## config.mk

```make
export PLATFORM = sky130hd
export DESIGN_NAME = mac_da_filter
export DESIGN_NICKNAME = d
export VERILOG_FILES = /design/src/rtl/mdf_pkg.sv /design/src/rtl/mdf_entry_bank.sv /design/src/rtl/mdf_first_hit.sv /design/src/rtl/mdf_hash_lookup.sv /design/src/rtl/mac_da_filter.sv
export SDC_FILE = /design/constraint.sdc
export NUM_CORES = 2
export LEC_CHECK = 0
export ABC_AREA = 1
export ABC_CLOCK_PERIOD_IN_PS = 3370
export BUFFER_PORTS_ARGS = -buffer_cell sky130_fd_sc_hd__buf_2
export CAP_MARGIN = 10
export CELL_PAD_IN_SITES_DETAIL_PLACEMENT = 1
export CELL_PAD_IN_SITES_GLOBAL_PLACEMENT = 1
export CORE_ASPECT_RATIO = 0.75
export CORE_UTILIZATION = 48
export CTS_CLUSTER_DIAMETER = 50
export DETAILED_ROUTE_END_ITERATION = 8
export GPL_ROUTABILITY_DRIVEN = 1
export PLACE_DENSITY_LB_ADDON = 0.1
export SYNTH_ARGS = -nofsm -noshare
export SYNTH_HDL_FRONTEND = slang
export SYNTH_SLANG_ARGS = --single-unit
```

## constraint.sdc

```tcl
create_clock -name clk -period 3.37 [get_ports clk]
set_input_delay 0.1685 -clock clk [delete_from_list [all_inputs] [get_ports clk]]
set_output_delay 0.1685 -clock clk [all_outputs]
set_load 0.02 [all_outputs]
```

## src/rtl/mdf_pkg.sv

```systemverilog
package mdf_pkg;

  localparam int MAC_W       = 48;
  localparam int OCTET_W     = 8;
  localparam int OCTETS      = MAC_W / OCTET_W;
  localparam int GROUP_BIT   = MAC_W - OCTET_W;   // lsb of the first octet
  localparam int CRC_W       = 32;
  localparam logic [CRC_W-1:0] CRC_POLY_REV = 32'hEDB88320;
  localparam logic [CRC_W-1:0] CRC_SEED     = 32'hFFFFFFFF;

  // Reflected CRC-32 over the address octets, first octet first,
  // each octet least significant bit first; no final complement.
  function automatic logic [CRC_W-1:0] da_crc(input logic [MAC_W-1:0] da);
    logic [CRC_W-1:0]   r;
    logic [OCTET_W-1:0] oct;
    r = CRC_SEED;
    for (int o = 0; o < OCTETS; o++) begin
      oct = da[MAC_W-1-OCTET_W*o -: OCTET_W];
      for (int k = 0; k < OCTET_W; k++) begin
        if (r[0] ^ oct[k]) r = (r >> 1) ^ CRC_POLY_REV;
        else               r = r >> 1;
      end
    end
    return r;
  endfunction

endpackage

```

## src/rtl/mdf_entry_bank.sv

```systemverilog
module mdf_entry_bank #(
  parameter int N_ENT = 16,
  parameter int AW    = 48,
  localparam int IW   = (N_ENT > 1) ? $clog2(N_ENT) : 1
) (
  input  logic          clk,
  input  logic          rst_n,
  input  logic          wr_en,
  input  logic [IW-1:0] wr_idx,
  input  logic [AW-1:0] wr_addr,
  input  logic [AW-1:0] wr_mask,
  input  logic [AW-1:0] probe,
  input  logic [N_ENT-1:0] enable,
  output logic [N_ENT-1:0] hit
);

  for (genvar g = 0; g < N_ENT; g++) begin : g_ent
    logic [AW-1:0] addr_q;
    logic [AW-1:0] mask_q;

    always_ff @(posedge clk or negedge rst_n) begin
      if (!rst_n) begin
        addr_q <= '0;
        mask_q <= '0;
      end else if (wr_en && (wr_idx == IW'(g))) begin
        addr_q <= wr_addr;
        mask_q <= wr_mask;
      end
    end

    // mask bit 1 = don't care
    assign hit[g] = enable[g] && (((probe ^ addr_q) & ~mask_q) == '0);
  end

endmodule

```

## src/rtl/mdf_first_hit.sv

```systemverilog
module mdf_first_hit #(
  parameter int N_ENT = 16,
  localparam int IW   = (N_ENT > 1) ? $clog2(N_ENT) : 1
) (
  input  logic [N_ENT-1:0] vec,
  output logic             any,
  output logic [IW-1:0]    idx
);

  assign any = |vec;

  // scan downward so the lowest set index wins
  always_comb begin
    idx = '0;
    for (int i = N_ENT - 1; i >= 0; i--) begin
      if (vec[i]) idx = IW'(i);
    end
  end

endmodule

```

## src/rtl/mdf_hash_lookup.sv

```systemverilog
module mdf_hash_lookup
  import mdf_pkg::*;
#(
  parameter int SLICE_W = 16,
  parameter int SLICES  = 16,
  localparam int TBL    = SLICE_W * SLICES,
  localparam int IDX_W  = $clog2(TBL),
  localparam int SEL_W  = (SLICES > 1) ? $clog2(SLICES) : 1
) (
  input  logic               clk,
  input  logic               rst_n,
  input  logic               wr_en,
  input  logic [SEL_W-1:0]   wr_slice,
  input  logic [SLICE_W-1:0] wr_data,
  input  logic [MAC_W-1:0]   probe,
  input  logic               enable,
  output logic               hit
);

  logic [TBL-1:0]   bitmap;
  logic [CRC_W-1:0] crc;
  logic [IDX_W-1:0] sel;

  for (genvar s = 0; s < SLICES; s++) begin : g_slice
    logic [SLICE_W-1:0] row_q;

    always_ff @(posedge clk or negedge rst_n) begin
      if (!rst_n)                                   row_q <= '0;
      else if (wr_en && (wr_slice == SEL_W'(s)))    row_q <= wr_data;
    end

    assign bitmap[s*SLICE_W +: SLICE_W] = row_q;
  end

  assign crc = da_crc(probe);
  assign sel = crc[CRC_W-1 -: IDX_W];
  assign hit = enable && probe[GROUP_BIT] && bitmap[sel];

endmodule

```

## src/rtl/mac_da_filter.sv

```systemverilog
module mac_da_filter
  import mdf_pkg::*;
#(
  parameter int N_ENT        = 16,
  parameter int HASH_SLICE_W = 16,
  parameter int HASH_SLICES  = 16,
  localparam int IW          = (N_ENT > 1) ? $clog2(N_ENT) : 1,
  localparam int SEL_W       = (HASH_SLICES > 1) ? $clog2(HASH_SLICES) : 1
) (
  input  logic                    clk,
  input  logic                    rst_n,
  input  logic                    da_valid,
  input  logic [MAC_W-1:0]        da_addr,
  input  logic [N_ENT-1:0]        entry_en,
  input  logic                    hash_en,
  input  logic                    ent_wr,
  input  logic [IW-1:0]           ent_wr_idx,
  input  logic [MAC_W-1:0]        ent_wr_addr,
  input  logic [MAC_W-1:0]        ent_wr_mask,
  input  logic                    hash_wr,
  input  logic [SEL_W-1:0]        hash_wr_slice,
  input  logic [HASH_SLICE_W-1:0] hash_wr_data,
  output logic                    res_valid,
  output logic                    accept,
  output logic                    addr_hit,
  output logic [IW-1:0]           match_idx,
  output logic                    hash_hit
);

  logic [N_ENT-1:0] hit_vec;
  logic             any_hit;
  logic [IW-1:0]    first_idx;
  logic             bitmap_hit;

  mdf_entry_bank #(.N_ENT(N_ENT), .AW(MAC_W)) u_bank (
    .clk     (clk),
    .rst_n   (rst_n),
    .wr_en   (ent_wr),
    .wr_idx  (ent_wr_idx),
    .wr_addr (ent_wr_addr),
    .wr_mask (ent_wr_mask),
    .probe   (da_addr),
    .enable  (entry_en),
    .hit     (hit_vec)
  );

  mdf_first_hit #(.N_ENT(N_ENT)) u_pick (
    .vec (hit_vec),
    .any (any_hit),
    .idx (first_idx)
  );

  mdf_hash_lookup #(.SLICE_W(HASH_SLICE_W), .SLICES(HASH_SLICES)) u_hash (
    .clk      (clk),
    .rst_n    (rst_n),
    .wr_en    (hash_wr),
    .wr_slice (hash_wr_slice),
    .wr_data  (hash_wr_data),
    .probe    (da_addr),
    .enable   (hash_en),
    .hit      (bitmap_hit)
  );

  always_ff @(posedge clk or negedge rst_n) begin
    if (!rst_n) begin
      res_valid <= 1'b0;
      accept    <= 1'b0;
      addr_hit  <= 1'b0;
      match_idx <= '0;
      hash_hit  <= 1'b0;
    end else begin
      res_valid <= da_valid;
      if (da_valid) begin
        accept    <= any_hit | bitmap_hit;
        addr_hit  <= any_hit;
        match_idx <= first_idx;
        hash_hit  <= bitmap_hit;
      end
    end
  end

endmodule

```

## Yosys cells after proc, flatten, opt, wreduce, memory -nomap -nowiden

Index checks and enable logic that the tools add are counted.

| storage, ports and cells | value |
|---|---|
| flip-flop bits (word level) | 1800 |
| input port bits | 190 |
| output and inout bits | 8 |
| word-level logic and storage cells | 362 |

| operators by class | value |
|---|---|
| order comparisons | 1 |
| equal/unequal tests | 30 |
| mux-type cells | 66 |
| bitwise logic cells | 143 |
| reduce and logical (&&, ||, !) cells | 69 |

Operators with widths:

| operator | count |
|---|---|
| $mux W32 | 48 |
| $and A48 B48 Y48 | 16 |
| $logic_not A48 Y1 | 16 |
| $not A48 Y48 | 16 |
| $xor A48 B48 Y48 | 16 |
| $not A13 Y14 | 47 |
| $eq A4 B4 Y1 const B | 16 |
| $mux W4 | 16 |
| $logic_and A1 B1 Y1 | 50 |
| $xor A1 B1 Y1 | 47 |
| $eq A4 B3 Y1 const B | 8 |
| $eq A4 B2 Y1 const B | 4 |
| $reduce_or A16 Y1 | 1 |
| $lt A8 B9 Y1 const B | 1 |
| $bmux W1 S8 | 1 |
| $eq A4 B1 Y1 const B | 2 |
| $logic_not A4 Y1 | 2 |
| $mux W1 | 1 |
| $or A1 B1 Y1 | 1 |

## Depth between registers and ports, before layout

| logic depth | value |
|---|---|
| depth after elaboration | 99 |
| depth in mapped cells | 50 |
| mapped depth without buffers | 47 |

## Cells and area by module

From an unflattened synthesis, not the netlist that was laid out.

| second synthesis, totals | value |
|---|---|
| cell total of the unflattened synthesis | 12224 |
| area total of the unflattened synthesis | 89997.6 um2 |

By module, submodules not included:

| module | instances | cells each | area an instance (um2) | seq. area each (um2) |
|---|---|---|---|---|
| mdf_entry_bank | 1 | 9548 | 72270.6 | 38436.9 |
| mdf_hash_lookup | 1 | 2598 | 17230.3 | 6406.1 |
| mac_da_filter | 1 | 29 | 287.8 | 200.2 |
| mdf_first_hit | 1 | 49 | 209.0 | 0.0 |

## Worst setup path after synthesis

No wires, ideal clock.

| timing path | value |
|---|---|
| path kind | input to register |
| start | input port da_addr[43] |
| end | register accept |
| library setup time | 119 ps |
| arrival time | 3968 ps |
| data required time | 3251 ps |
| path slack | -717 ps |
| stages | 45 |
| buffers on the path | 5 |
| cells stage by stage | buf_4 -> inv_2 -> buf_6 -> nand2_1 -> nand2_2 -> nand2_2 -> nand3_1 -> nand2_2 -> nand2_1 -> nand3_2 -> nand2_2 -> buf_6 -> nand2_1 -> nand2_1 -> nand2_1 -> nand2_2 -> nand2_1 -> nand2_2 -> (+9 left out) -> nand2_4 -> inv_2 -> nand3_4 -> nand2_8 -> nand2_8 -> nand2_4 -> buf_8 -> buf_6 -> o211ai_1 -> nand3_1 -> nand2_1 -> nand2_1 -> nand3_1 -> nand3_1 -> nand2_1 -> nand2_1 -> nand3_1 -> nand2_1 |

| on the way | value |
|---|---|
| cells in the longest elaborated chain, start to end | 69 |
| elaborated cells on any way between the ends | 191 |
| those cells by class | mux (47); bitwise (110); reduce/logical (34) |

RTL lines:

| what | line | text |
|---|---|---|
| start, declared | mac_da_filter.sv:13 | `input logic [MAC_W-1:0] da_addr,` |
| $xor A1 B1 Y1 | mdf_pkg.sv:20 | `if (r[0] ^ oct[k]) r = (r >> 1) ^ CRC_POLY_REV;` |
| $mux W32 | mdf_pkg.sv:20 |  |
| $mux W32 or $not A13 Y14 (tied branches) | n/a |  |
| $mux W32 | mdf_pkg.sv:20 |  |
| $mux W32 or $not A13 Y14 (tied branches) (3 in series) | n/a |  |
| $xor A1 B1 Y1 (tied with other cells) | mdf_pkg.sv:20 |  |
| $mux W32 | mdf_pkg.sv:20 |  |
| $not A13 Y14 (no line) or $mux W32 (tied branches) | n/a |  |
| (+50 left out) | n/a |  |
| $not A13 Y14 (no line) or $mux W32 (tied branches) | n/a |  |
| $mux W32 or $not A13 Y14 (tied branches) (2 in series) | n/a |  |
| $not A13 Y14 (no line) or $mux W32 (tied branches) | n/a |  |
| $mux W32 | mdf_pkg.sv:20 |  |
| $bmux W1 S8 | mdf_hash_lookup.sv:37 | `assign hit = enable && probe[GROUP_BIT] && bitmap[sel];` |
| $mux W1 (not written as such) | mdf_hash_lookup.sv:37 |  |
| $logic_and A1 B1 Y1 | mdf_hash_lookup.sv:37 |  |
| $or A1 B1 Y1 (*) | mac_da_filter.sv:74 | `accept <= any_hit \| bitmap_hit;` |
| end signal, assigned | mac_da_filter.sv:74 |  |
| end, declared | mac_da_filter.sv:24 | `output logic accept,` |

Every way passes the cells marked *; elsewhere a longest branch is shown, timed or not. The select of a mux whose other input is x is not followed.
A chain may end at the register's enable or synchronous reset.

## Worst setup path in the final report

| timing path | value |
|---|---|
| start | input port da_addr[33] |
| end | register hash_hit |

| on the way | value |
|---|---|
| cells in the longest elaborated chain, start to end | 61 |
| elaborated cells on any way between the ends | 107 |
| those cells by class | mux (41); bitwise (65); reduce/logical (1) |

RTL lines:

| what | line | text |
|---|---|---|
| $xor A1 B1 Y1 (*) | mdf_pkg.sv:20 |  |
| $mux W32 (*) | mdf_pkg.sv:20 |  |
| $not A13 Y14 (no line) | n/a |  |
| $mux W32 (*) (2 in series) | mdf_pkg.sv:20 |  |
| $not A13 Y14 (no line) or $mux W32 (tied branches) | n/a |  |
| $mux W32 (*) | mdf_pkg.sv:20 |  |
| $not A13 Y14 (no line) | n/a |  |
| $mux W32 (*) (2 in series) | mdf_pkg.sv:20 |  |
| (+42 left out) | n/a |  |
| $mux W32 (*) | mdf_pkg.sv:20 |  |
| branches (longest 1 deep; another with $xor A1 B1 Y1) | n/a |  |
| $mux W32 (*) (2 in series) | mdf_pkg.sv:20 |  |
| $not A13 Y14 (no line) or $mux W32 (tied branches) | n/a |  |
| $mux W32 (*) | mdf_pkg.sv:20 |  |
| $bmux W1 S8 (*) | mdf_hash_lookup.sv:37 |  |
| $mux W1 (not written as such) (*) | mdf_hash_lookup.sv:37 |  |
| $logic_and A1 B1 Y1 (*) | mdf_hash_lookup.sv:37 |  |
| end signal, assigned | mac_da_filter.sv:77 | `hash_hit <= bitmap_hit;` |
| end, declared | mac_da_filter.sv:27 | `output logic hash_hit` |

Every way passes the cells marked *. The select of a mux whose other input is x is not followed.

==> impl_metrics.tcl <==
set metrics [dict create \
    drc 0 \
    fmax_mhz 241 \
    status "complete, but fails checks" \
    cts_buffers 183 \
    setup_viol 3 \
    hold_end "u_bank.g_ent[8].mask_q[15]" \
    r2r_cells 15 \
    min-delay-start "ent_wr_idx[1]" \
    cpMostUsedCell "nand3_4" \
    synth_top_area_cell "dfrtp_1" \
    rsz0062_at_grt "yes" \
    rr_endpoint "match_idx[0]" \
    synth-seq-cells 1800 \
    clk_pin_slew_ns 0.07 \
    cts_max_level 4 \
    end_kind "register" \
    whs_path_depth 4 \
    routed_wl_um 423000 \
    clk_latency_ns 0.89 \
    cap_violations 1 \
    synth_edf_count 0 \
    ys_warn_count 0 \
    ant_nets 0 \
    worst-setup-path-type "in2reg" \
    setup_slack_ns -0.772 \
    grt_max_degree 185 \
    area_growth_pct 25.0 \
    timing.rr.start "u_bank.g_ent[11].addr_q[46]" \
    drive_above_1_share_pct 18.9 \
    hold_viol_final 0 \
    syn_area_mm2 0.0866 \
    cts_root_buffer "clkbuf_16" \
    core_area_mm2 0.179 \
    worst_slew_pin_slew_ns 1.47 \
    io_pins 198 \
    die_x_um 492 \
    start_util_pct 48.5 \
    violations "capacitance limit, setup timing" \
    clock_sinks 1800 \
    die-area_mm2 0.182 \
    placed_area_mm2 0.0964 \
    rows 134 \
    antenna_found_initial 59 \
    synth_top_area_share_pct 52.0 \
    clock_path_buffers 3 \
    min_path_type "in2reg" \
    drv_slew 0 \
    async_reset_ff_share_pct 100 \
    grt_overflow 0 \
    cp-start-kind "input pin" \
    tritoncts "done" \
    first_pass_iters 6 \
    slew_headroom_pct 1.89 \
    grt_pass1_wl_um 609000 \
    synth.distinct_cells 55 \
    post-route-period-util_pct 123 \
    seq_area_frac_synth_pct 52.0 \
    finalNetCount 12100 \
    post-place-ws_ns -2.21 \
    critPathMaxFanout 7 \
    critPathMaxStageDelay_ns 0.21 \
    design_area_mm2 0.108 \
    io_buffers 197 \
    critPathSlowestCell "xnor2_2" \
    viasPerCell 6.21 \
    syn-num-nets 11300 \
    place.gp.congestion 1.01 \
    wl_per_cell_um 29.3 \
    finalCriticalPeriod_ns 4.14 \
    die_h_um 370 \
    grt_pass1_vias 90200 \
    synthCells 11100 \
    hpwl_um 302000 \
    vias 89500 \
    first_iter_violations 10900 \
    ys.flop_type "dfrtp_1" \
    arrival_ns 4.88 \
    r2r_setup_slack_ns -0.01 \
    grt_usage_pct 45.9 \
    skew_ns 0.0543 \
    synthTopCellsByArea "dfrtp_1 (52%), nand2_1 (14%), o21ai_0 (12%)" \
    cp.required_ns 4.11 \
    avgSynthCellArea_um2 7.82 \
]
-- worst max-delay path, delay by kind of cell --
kind                      cells  cell delay (ns)
and+or+nand+nor              29             2.69
buffers and inverters        13             1.59
xor gates and xnor gates      1             0.21
AOI/OAI and AO/OA             1             0.18
-- layout by cell type (no fill, tap or decap), drive strengths merged, types with 2 or more instances in the layout --
| cell type | synthesis | routed |
|---|---|---|
| dfrtp | 1800 | 1800 |
| nand4 | 222 | 222 |
| nand3 | 529 | 529 |
| o211ai | 4 | 4 |
| o22ai | 27 | 27 |
| o41ai | 4 | 4 |
| clkinvlp | 0 | 15 |
| clkinv | 4 | 46 |
| a41oi | 4 | 4 |
| o21ai | 1995 | 1995 |
| nand2 | 3316 | 3317 |
| or3 | 6 | 6 |
| a21oi | 543 | 543 |
| o31ai | 2 | 2 |
| o2111ai | 20 | 20 |
| a31oi | 4 | 4 |
| nor4 | 71 | 71 |
| a21boi | 2 | 2 |
| diode | 0 | 16 |
| clkbuf | 619 | 260 |
| nor3b | 7 | 7 |
| and3 | 5 | 5 |
| inv | 655 | 657 |
| bufinv | 0 | 13 |
| dlygate4sd3 | 0 | 61 |
| xnor2 | 103 | 103 |
| buf | 85 | 1266 |
| or2 | 6 | 6 |
| nor2 | 890 | 890 |
| nor4b | 2 | 2 |
| nor3 | 44 | 44 |
| o2111a | 4 | 4 |
| nand2b | 3 | 3 |
| nand3b | 5 | 5 |
| a2111oi | 2 | 2 |
| xor2 | 65 | 65 |
| or4 | 11 | 11 |
-- layout make-up --
class | instances | area, um^2
Fill cell | 21200 | 70300
Sequential cell | 1800 | 45000
Multi-Input combinational cell | 7905 | 39800
Timing Repair Buffer | 1328 | 11600
Clock buffer | 259 | 5220
Tap cell | 2380 | 2980
Inverter | 659 | 2620
Clock inverter | 72 | 957
Antenna cell | 16 | 40.0
-- routing by layer --
| layer | global-route usage, % | part of all wire (%) |
|---|---|---|
| met1 | 62.5 | 40 |
| met2 | 64.8 | 41 |
| met3 | 15.1 | 12 |
| met4 | 24.3 | 6.1 |
| met5 | 0 | 0.038 |
-- cells by family (layout without fill, tap and decap cells) --
family / after synthesis / in the layout / share of synthesized area, %
other: 0 / 16 / 0
buffers and inverters: 1363 / 2318 / 6.18
flip-flops: 1800 / 1800 / 52.0
AO/OA/AOI/OAI: 2616 / 2616 / 15.4
XOR/XNOR: 168 / 168 / 1.82
AND/OR/NAND/NOR: 5120 / 5121 / 24.6
-- worst max path at each step --
stage | from | endpoint | slack [ns] | cells past startpoint
floorplan | da_addr[43] | hash_hit | -0.64 | 49
global placement | da_addr[44] | hash_hit | -1.97 | 44
detailed placement | da_addr[45] | hash_hit | -2.21 | 45
CTS | da_addr[45] | hash_hit | -0.50 | 48
global route | da_addr[46] | hash_hit | -0.97 | 42
finish | da_addr[33] | hash_hit | -0.77 | 44
-- sequential cells by signal (all words and copies together) (netlist names) --
register / count
u_hash.g_slice.row_q: 256
addr_hit: 1
hash_hit: 1
u_bank.g_ent.mask_q: 768
u_bank.g_ent.addr_q: 768
accept: 1
res_valid: 1
match_idx: 4
-- cells in the mapped netlist, types with 7 or more instances --
master	n
dfrtp_1	1800
nand3_1	510
nand4_1	222
nor2_1	890
inv_2	41
xor2_1	57
inv_1	612
nand3_2	15
nor3b_1	7
o2111ai_1	20
or4_1	11
a21oi_1	543
buf_6	16
buf_1	20
nand2_2	66
nor3_1	44
nor4_1	71
buf_2	31
o21ai_0	1995
nand2_1	3227
xnor2_1	103
clkbuf_1	619
o22ai_1	27
nand2_4	21
buf_4	17
-- what timing repair did --
| action | in CTS | in global routing |
|---|---|---|
| resized for setup | 601 | 309 |
| pin swaps | 229 | 224 |
| setup endpoints to repair | 3 | 4 |
| hold buffers | 61 | 0 |
| endpoints found under the hold margin | 1005 | 0 |
| gates cloned | 8 | 1 |
| buffers inserted | 78 | 32 |
-- through the flow --
step	cells	util, %	hold WS, ns	TNS (ns)
5_1_grt	14400	60.6	0.0276	-1.96
6_report	14400	60.6	0.0312	-1.54
3_5_place_dp	13900	54.0	0.232	-6.19
2_1_floorplan	11100	-	-0.127	-1.28
4_1_cts	14400	59.7	0.00228	-0.995
3_3_place_gp	13900	54.0	0.220	-5.55
Power is not shown: default switching activity piles up to over one toggle a cycle in this logic, so the estimate is an artifact.
